[src/rtl/spi_rx_pkg.sv]
package spi_rx_pkg;
  localparam int unsigned CTRL_W = 3;

  typedef struct packed {
    logic err_ie;
    logic dma_sel;
    logic rx_ie;
  } rx_ctrl_t;
endpackage

[src/rtl/rx_clr_seq.sv]
module rx_clr_seq (
  input  logic clk,
  input  logic rst_n,
  input  logic full,
  input  logic cpu_rd_stat,
  input  logic cpu_rd_data,
  input  logic dma_rd_data,
  output logic clear_full
);
  logic arm_q, arm_d;

  always_comb begin
    arm_d      = (cpu_rd_stat & full) | (arm_q & ~cpu_rd_data & ~dma_rd_data);
    clear_full = full & (dma_rd_data | (cpu_rd_data & arm_q));
  end

  always_ff @(posedge clk or negedge rst_n) begin
    if (!rst_n) arm_q <= 1'b0;
    else        arm_q <= arm_d;
  end

  // receive-full only drops after a DMA read or an armed processor read
  p_full_clear_src_r6: assert property (@(posedge clk) disable iff (!rst_n)
    $fell(full) |-> ($past(dma_rd_data) || ($past(cpu_rd_data) && $past(arm_q))));
endmodule

[src/rtl/rx_hold.sv]
module rx_hold #(
  parameter int unsigned DATA_W = 8
) (
  input  logic              clk,
  input  logic              rst_n,
  input  logic              byte_done,
  input  logic [DATA_W-1:0] shift_byte,
  input  logic              ovf,
  input  logic              clear_full,
  output logic              full,
  output logic [DATA_W-1:0] data,
  output logic              ovf_hit
);
  logic              load;
  logic              full_d;
  logic [DATA_W-1:0] data_d;

  always_comb begin
    load    = byte_done & ~ovf & (~full | clear_full);
    ovf_hit = byte_done & ~ovf & full & ~clear_full;
    full_d  = load | (full & ~clear_full);
    data_d  = load ? shift_byte : data;
  end

  always_ff @(posedge clk or negedge rst_n) begin
    if (!rst_n) full <= 1'b0;
    else        full <= full_d;
  end

  always_ff @(posedge clk or negedge rst_n) begin
    if (!rst_n)    data <= '0;
    else if (load) data <= data_d;
  end

  p_load_r1: assert property (@(posedge clk) disable iff (!rst_n)
    (byte_done && !ovf && !full) |=> (full && data == $past(shift_byte)));
  p_freeze_r4: assert property (@(posedge clk) disable iff (!rst_n)
    ovf |=> $stable(data));
  p_collide_r9: assert property (@(posedge clk) disable iff (!rst_n)
    (byte_done && !ovf && full && clear_full) |=> full);
endmodule

[src/rtl/rx_ovf.sv]
module rx_ovf (
  input  logic clk,
  input  logic rst_n,
  input  logic ovf_hit,
  input  logic cpu_rd_stat,
  input  logic cpu_rd_data,
  output logic ovf
);
  logic arm_q, arm_d, ovf_d, clr;

  always_comb begin
    arm_d = (cpu_rd_stat & ovf) | (arm_q & ~cpu_rd_data);
    clr   = cpu_rd_data & arm_q;
    if (ovf_hit)  ovf_d = 1'b1;
    else if (clr) ovf_d = 1'b0;
    else          ovf_d = ovf;
  end

  always_ff @(posedge clk or negedge rst_n) begin
    if (!rst_n) begin
      arm_q <= 1'b0;
      ovf   <= 1'b0;
    end else begin
      arm_q <= arm_d;
      ovf   <= ovf_d;
    end
  end

  p_ovf_set_r3: assert property (@(posedge clk) disable iff (!rst_n)
    ovf_hit |=> ovf);
  p_ovf_clear_r7: assert property (@(posedge clk) disable iff (!rst_n)
    $fell(ovf) |-> $past(cpu_rd_data));
endmodule

[src/rtl/rx_req.sv]
module rx_req
  import spi_rx_pkg::*;
(
  input  logic     clk,
  input  logic     rst_n,
  input  logic     full,
  input  logic     ovf,
  input  rx_ctrl_t ctrl,
  output logic     dma_req,
  output logic     irq
);
  always_comb begin
    dma_req = full & ctrl.dma_sel & ~ovf;
    irq     = (full & ctrl.rx_ie & ~ctrl.dma_sel) | (ovf & ctrl.err_ie);
  end

  p_no_dma_in_ovf_r5: assert property (@(posedge clk) disable iff (!rst_n)
    ovf |-> !dma_req);
  p_err_wake_r8: assert property (@(posedge clk) disable iff (!rst_n)
    (ovf && ctrl.err_ie) |-> irq);
endmodule

[src/rtl/spi_rx_status.sv]
module spi_rx_status
  import spi_rx_pkg::*;
#(
  parameter int unsigned DATA_W = 8
) (
  input  logic              clk,
  input  logic              rst_n,
  input  logic              byte_done,
  input  logic [DATA_W-1:0] shift_byte,
  input  logic              cpu_rd_stat,
  input  logic              cpu_rd_data,
  input  logic              dma_rd_data,
  input  logic              ctrl_we,
  input  logic [CTRL_W-1:0] ctrl_wdata,
  output logic [DATA_W-1:0] rx_data,
  output logic              stat_full,
  output logic              stat_ovf,
  output logic              dma_req,
  output logic              irq
);
  rx_ctrl_t ctrl_q, ctrl_d;
  logic     clear_full, ovf_hit;

  always_comb ctrl_d = ctrl_we ? rx_ctrl_t'(ctrl_wdata) : ctrl_q;

  always_ff @(posedge clk or negedge rst_n) begin
    if (!rst_n) ctrl_q <= '0;
    else        ctrl_q <= ctrl_d;
  end

  rx_clr_seq u_clr (
    .clk(clk), .rst_n(rst_n), .full(stat_full), .cpu_rd_stat(cpu_rd_stat),
    .cpu_rd_data(cpu_rd_data), .dma_rd_data(dma_rd_data), .clear_full(clear_full)
  );

  rx_hold #(.DATA_W(DATA_W)) u_hold (
    .clk(clk), .rst_n(rst_n), .byte_done(byte_done), .shift_byte(shift_byte),
    .ovf(stat_ovf), .clear_full(clear_full), .full(stat_full), .data(rx_data),
    .ovf_hit(ovf_hit)
  );

  rx_ovf u_ovf (
    .clk(clk), .rst_n(rst_n), .ovf_hit(ovf_hit), .cpu_rd_stat(cpu_rd_stat),
    .cpu_rd_data(cpu_rd_data), .ovf(stat_ovf)
  );

  rx_req u_req (
    .clk(clk), .rst_n(rst_n), .full(stat_full), .ovf(stat_ovf), .ctrl(ctrl_q),
    .dma_req(dma_req), .irq(irq)
  );

  p_reset_r10: assert property (@(posedge clk)
    $rose(rst_n) |-> (!stat_full && !stat_ovf && ctrl_q == '0));
endmodule

[config.mk]
export PLATFORM = sky130hd
export DESIGN_NAME = spi_rx_status
export DESIGN_NICKNAME = d
export VERILOG_FILES = /design/src/rtl/spi_rx_pkg.sv /design/src/rtl/rx_clr_seq.sv /design/src/rtl/rx_hold.sv /design/src/rtl/rx_ovf.sv /design/src/rtl/rx_req.sv /design/src/rtl/spi_rx_status.sv
export SDC_FILE = /design/constraint.sdc
export NUM_CORES = 1
export LEC_CHECK = 0
export BUFFER_PORTS_ARGS = -buffer_cell sky130_fd_sc_hd__buf_2
export CORE_ASPECT_RATIO = 0.8
export CORE_MARGIN = 3
export CORE_UTILIZATION = 40
export CTS_CLUSTER_SIZE = 16
export DETAILED_ROUTE_END_ITERATION = 8
export MAX_ROUTING_LAYER = met4
export PLACE_DENSITY_LB_ADDON = 0.3
export REMOVE_ABC_BUFFERS = 1
export SETUP_SLACK_MARGIN = 0.02
export SYNTH_ARGS = -nofsm -noshare
export SYNTH_HDL_FRONTEND = slang
export SYNTH_HIERARCHICAL = 1
export SYNTH_SLANG_ARGS = --single-unit
export TNS_END_PERCENT = 100
[constraint.sdc]
create_clock -name clk -period 2.2 [get_ports clk]
set_clock_uncertainty 0.05 [all_clocks]
set_input_delay 0.22 -clock clk [delete_from_list [all_inputs] [get_ports clk]]
set_output_delay 0.22 -clock clk [all_outputs]
set_load 0.005 [all_outputs]
==> results.json, run 1 <==
{
  "grt_antenna_before_repair": 0,
  "drc": 0,
  "die_area_sq_um": 2196,
  "clk_latency_ps": 280,
  "arrival_ps": 1770,
  "grt_pass1_vias": 451,
  "drv_cap": 0,
  "synth-seq-area-share_pct": 56.29,
  "yosys.area_share.xor_xnor_pct": 0,
  "first_iter_violations": 7,
  "final.min_clock_period_ps": 1653,
  "cp_slowest_stage_delay_ps": 490,
  "wl_per_cell_um": 12.75,
  "die_w_um": 51.65,
  "required_ps": 2310,
  "report.final.slew_viol_count": 0,
  "synth_seq_cells": 15,
  "path_clk_slew_ps": 90,
  "fmax_mhz": 605.0,
  "rsz0062_at_grt": "false",
  "busiest_layer": "met2",
  "placeableCoreArea_sq_um": 1471,
  "synthCells": 47,
  "synth-compound-area-share_pct": 5.253,
  "cp_slowest_cell": "dfrtp_1",
  "fp-row-count": 12,
  "synthMuxAreaShare_pct": 23.08,
  "syn_to_final_growth_pct": 29.64,
  "period_share_pct": 75.13,
  "cts_htree_levels": 1,
  "numCtsBuffers": 3,
  "diodes": 0,
  "final_common_cell": "buf_2",
  "status": "finished, final reports clean",
  "syn-cell-area_sq_um": 666.9,
  "final.setup.tns_ps": 0,
  "initial_utilization_pct": 45.32,
  "nets": 99,
  "maxSlewHeadroom_pct": 77.71,
  "grt_util_all_layers_pct": 13.85,
  "cts_tree": "built",
  "fin_area_sq_um": 864.6,
  "placed_area_sq_um": 827.0,
  "ant_nets": 0,
  "finalCoreUtilization_pct": 58.76,
  "most-common-layout-cells": "29 x buf_2, 15 x dfrtp_1, 8 x mux2_4, 7 x nand2_1",
  "synth_top_family_by_area": "multiplexers",
  "port_buffers": 29,
  "cts_resized": 0,
  "vias_per_cell": 4.505,
  "yosys.cell_types.count": 15,
  "wirelength_um": 1288,
  "drtPass1Iterations": 4,
  "peakVddDrop_v": 0.0006822,
  "path_class": "reg -> reg",
  "tightest_slew_ps": 333.6,
  "hold_viol": 0,
  "use_met3_pct": 6.762,
  "cp-start-kind": "flip-flop",
  "cts_hold_buf": 1,
  "grt_remaining_overflow": 0,
  "synthAdderAreaFrac_pct": 0,
  "grt_util_met2_pct": 20.81,
  "power_density_nw_per_um2": 1228,
  "synth-simple-area-share_pct": 13.13,
  "yosysWarnings": 6,
  "cts_root_buffer": "clkbuf_4",
  "leakage_uw": 0.0004530,
  "vias": 455,
  "worstHoldPathType": "in -> reg",
  "grt_pass1_wl_um": 2132,
  "cp-end-kind": "flip-flop",
  "finalSetupViolations": 0,
  "die_h_um": 42.52,
  "cts_buffer_depth": 2,
  "gp_congestion": 0.7281,
  "ios": 30,
  "worstPathCellList": "nor2b_1 -> nand2b_4 -> nor2b_4 -> mux2_4",
  "grt_start_max_net_pins": 16,
  "syn_area_per_cell_sq_um": 14.19,
  "path_max_fanout": 8,
  "place_hpwl_um": 985.2,
  "drive_gt1_share_pct": 61.25,
  "post_cts_buffers": 0,
  "cts.sinks": 15,
  "met1_usage_pct": 17.41
}
[area by class of cell]
class,count,area [sq um]
Fill cell,143,606.8
Sequential cell,15,375.4
Multi-Input combinational cell,30,276.5
Timing Repair Buffer,30,155.1
Tap cell,21,26.28
Clock buffer,3,22.52
Clock inverter,1,5.005
Inverter,1,3.754
[cells in the mapped netlist]
cell | n | area, sq um
a21o_1 | 1 | 7.510
a21oi_1 | 1 | 5.000
buf_6 | 1 | 11.26
dfrtp_1 | 15 | 375.4
inv_1 | 1 | 3.750
mux2_2 | 3 | 33.78
mux2_4 | 8 | 120.1
nand2_1 | 7 | 26.28
nand2b_1 | 1 | 6.260
nand2b_4 | 2 | 27.53
nor2_1 | 2 | 7.510
nor2b_1 | 1 | 6.260
nor2b_4 | 1 | 13.76
o21ai_0 | 1 | 5.000
o21ai_2 | 2 | 17.52
[cell families (layout without fill, tap and decap cells)]
| family | count (synthesis) | in the layout |
|---|---|---|
| compound gates | 5 | 5 |
| simple gates | 14 | 14 |
| flops | 15 | 15 |
| buf+inv | 2 | 35 |
| mux | 11 | 11 |
[per-stage QoR]
stage / instances / hold slack (ps) / setup WS (ps) / power [uW]
after detailed placement: 96 / 88.53 / 575.3 / 917.9
after global placement: 96 / 90.58 / 656.1 / 900.8
after floorplan: 46 / -125.6 / 700.6 / 744.9
final: 101 / 65.71 / 547.2 / 1062
after global routing: 101 / 50.70 / 475.5 / 1144
after CTS: 101 / 55.40 / 538.8 / 1078
[report_power, final]
part | leakage (uW) | internal [uW] | switching [uW]
clock network | 0.0000177 | 67.4 | 85.2
logic | 0.000258 | 279 | 157
registers | 0.000177 | 389 | 84.3
[state kept, by name (all words and copies together), names as in the netlist]
name         count
u_hold/data      8
ctrl_q           3
u_hold/full      1
u_ovf/ovf        1
u_clr/arm_q      1
u_ovf/arm_q      1
[final timing paths]
check	depth (start not counted)	endpoint	start	slack [ps]
max in group asynchronous	2	u_hold/data[5]	rst_n	1530
worst max-delay path	4	u_hold/data[2]	u_hold/full	550
worst min-delay path	2	u_clr/arm_q	dma_rd_data	70
worst max register to register	4	u_hold/data[2]	u_hold/full	550
min in group asynchronous	2	u_ovf/arm_q	rst_n	320
worst min register to register	1	u_hold/data[1]	u_hold/data[1]	460
[per-layer routing]
layer	part of all wire, %	vias to the layer above
li1	-	221
met1	42	213
met2	49	19
met3	8.7	2
met4	0.62	0
met5	0	-
[worst max-delay path, delay by kind of cell, from the launching register on]
family / cells / cell delay [ps]
muxes: 1 / 340
DFF: 1 / 490
and+or+nand+nor: 3 / 660
(Power assumes the default switching activity.)
==> run 2, diff against run 1 <==
Settings changed: ABC_AREA set to 1.
Clock period 2.2 ns to 1.4 ns, I/O delays scaled along.
==> run 2 against run 1 <==
  * Power rose by 47%
  * Non-clock buffer count increased by 1
  * Combinational power is 33% higher
  * Sequential power up 56%
  * Via count is 25% higher
  * Count of clock-buffer cells in the layout stayed put
==> results.json, run 2 <==
{
  "status": "finished, final reports clean",
  "path_max_fanout": 6,
  "most-common-layout-cells": "36 x nand2_1, 29 x buf_2, 13 x dfrtp_1, 10 x nand3_1, 8 x inv_1",
  "placed_area_sq_um": 834.6,
  "cts_tree": "built",
  "synth_common_cells": "36 x nand2_1, 15 x dfrtp_1, 10 x nand3_1, 8 x inv_1, 2 x inv_2",
  "wl_per_cell_um": 9.716,
  "syn_to_final_growth_pct": 31.90,
  "cp_num_cells": 3,
  "cp-end-kind": "output port",
  "ff_latch_area_sq_um": 377.9,
  "syn-cell-area_sq_um": 670.6,
  "largest-register": "u_hold/data",
  "fmax_mhz": 809.9,
  "tightest_slew_ps": 331.2,
  "path_class": "reg -> out",
  "path_buf_inv": 1,
  "grt_pass1_wl_um": 2201,
  "cts_htree_levels": 1,
  "synth_top_family_by_area": "simple AND/OR/NAND/NOR gates",
  "synthAdderAreaFrac_pct": 0,
  "first_iter_violations": 6,
  "die_w_um": 51.78,
  "finalSetupViolations": 0,
  "synth_most_common_cell": "nand2_1",
  "cts_root_buffer": "clkbuf_4",
  "fp-row-count": 12,
  "drive_gt1_share_pct": 38.05,
  "yosys.area.top_type": "dfrtp_1",
  "synth_seq_cells": 15,
  "drc": 0,
  "final.setup.tns_ps": 0,
  "clk_latency_ps": 290,
  "synthMuxAreaShare_pct": 0,
  "crit_top_cell": "nand2_1",
  "maxSlewHeadroom_pct": 77.92,
  "die_area_sq_um": 2207,
  "synth-compound-area-share_pct": 2.612,
  "rr_worst_depth": 7,
  "gp_congestion": 0.7471,
  "cp-start-kind": "flip-flop",
  "final_common_cell": "nand2_1",
  "arrival_ps": 1040,
  "ant_nets": 0,
  "grt_start_max_net_pins": 16,
  "grt_remaining_overflow": 0,
  "initial_utilization_pct": 45.12,
  "diodes": 0,
  "ys.flop_type": "dfrtp_1",
  "vias": 569,
  "synth-simple-area-share_pct": 34.70,
  "multiInputGateArea_sq_um": 250.2,
  "required_ps": 1210,
  "fillCellCount": 147,
  "report.final.slew_viol_count": 0,
  "pre_cts_slack_ps": 172.0,
  "cts.sinks": 15,
  "synth_edf_count": 0,
  "numCtsBuffers": 3,
  "syn_area_per_cell_sq_um": 8.489,
  "hold_path_depth": 2,
  "cp_slowest_stage_delay_ps": 500,
  "place_hpwl_um": 990.1,
  "leakage_uw": 0.0005283,
  "final.min_clock_period_ps": 1235,
  "synthCells": 79,
  "timing.hold.ws_ps": 7.475,
  "reg_top3": "u_hold/data (8), ctrl_q (3)",
  "yosysWarnings": 6,
  "worstHoldPathType": "in -> reg",
  "post_cts_buffers": 0,
  "ios": 30,
  "yosys.cell_types.count": 13,
  "nets": 132,
  "cp_top_family": "flip-flops",
  "worstPathCellList": "nand2_1 -> nand2_1 -> buf_2",
  "power_density_nw_per_um2": 1769,
  "total_power_uw": 1565,
  "drtPass1Iterations": 4,
  "cts_buffer_depth": 2,
  "period_share_pct": 88.19,
  "port_buffers": 29,
  "synth_top_area_share_pct": 55.97,
  "rsz0062_at_grt": "false",
  "cp_slowest_cell": "dfrtp_2",
  "final.setup.worst_slack_ps": 165.4,
  "path_clk_slew_ps": 100,
  "yosys.area_share.xor_xnor_pct": 0,
  "grt_util_all_layers_pct": 13.77,
  "placeableCoreArea_sq_um": 1486,
  "largest_register_ffs": 8,
  "grt_pass1_vias": 505,
  "hold_viol": 0,
  "die_h_um": 42.63,
  "async_flop_share_pct": 100.0,
  "vias_per_cell": 4.246,
  "synth-seq-area-share_pct": 55.97,
  "peakVddDrop_v": 0.0008419,
  "grt_antenna_before_repair": 0,
  "synth_area_leaders": "dfrtp_1 56%, nand2_1 20%, nand3_1 7.5%, inv_1 4.5%, nor2_8 3.0%",
  "wirelength_um": 1302,
  "fin_area_sq_um": 884.6,
  "drv_cap": 0
}
[run 2: cell count changes after synthesis, sizes merged]
cell,change
nand3,+10
nor2b,-2
inv,+9
o21ai,-2
nand2,+31
nor2,+1
a21o,-1
mux2,-11
nand2b,-3
[run 2: cells by family (layout without fill, tap and decap cells)]
logic type | Yosys count | count (layout)
flip-flops | 15 | 15
buffers and inverters | 11 | 45
AND/OR/NAND/NOR | 51 | 51
AO/OA/AOI/OAI | 2 | 2
[run 2: path summary, 6_finish.rpt]
kind	start	endpoint	slack (ps)
hold reg to reg	u_hold/data[6]	u_hold/data[6]	420
max in group asynchronous	rst_n	u_hold/full	810
min in group asynchronous	rst_n	u_ovf/arm_q	220
hold / removal	cpu_rd_data	u_ovf/arm_q	7
setup reg to reg	u_hold/full	u_hold/data[1]	200
setup / recovery	u_ovf/ovf	irq	170
[run 2: repair_timing]
| action | 4_1_cts | 5_1_grt |
|---|---|---|
| endpoints found under the hold margin | 16 | 0 |
| setup endpoints to repair | 0 | 2 |
| resized for setup | 0 | 2 |
| hold buffers | 2 | 0 |
[run 2: layer usage]
layer,track usage [%],up-vias,routed length (um)
li1,-,309,-
met1,18.08,242,631
met2,19.80,18,565
met3,6.762,0,105
met4,1.571,0,0
met5,-,-,0
[run 2: final cells by class]
| cell class | count | area share (%) |
|---|---|---|
| clock inverters | 1 | 0.5658 |
| multi-input cells | 53 | 28.29 |
| flip-flops and latches | 15 | 42.72 |
| inverters | 10 | 4.243 |
| repair buffers | 31 | 18.67 |
| clock buffers | 3 | 2.546 |
| well taps | 21 | 2.970 |
[run 2: worst reg2reg max path: stages (launching register included)]
cell     delay, ps
dfrtp_2        420
inv_1           60
a21oi_2         90
inv_1           50
nand2_2        180
nand2_4        120
nand2_1         70
nand2_1         50
[run 2: per-stage QoR]
step / instances / utilization [%]
2_1_floorplan: 78 / -
3_3_place_gp: 128 / 56.14
3_5_place_dp: 128 / 56.14
4_1_cts: 134 / 59.34
5_1_grt: 134 / 59.51
6_report: 134 / 59.51
[run 2: report_power, final]
part           total [uW]  switching (uW)  leakage, uW  internal (uW)
registers             739             132     0.000182            606
clock network         245             139    0.0000177            106
logic                 581             324     0.000329            258
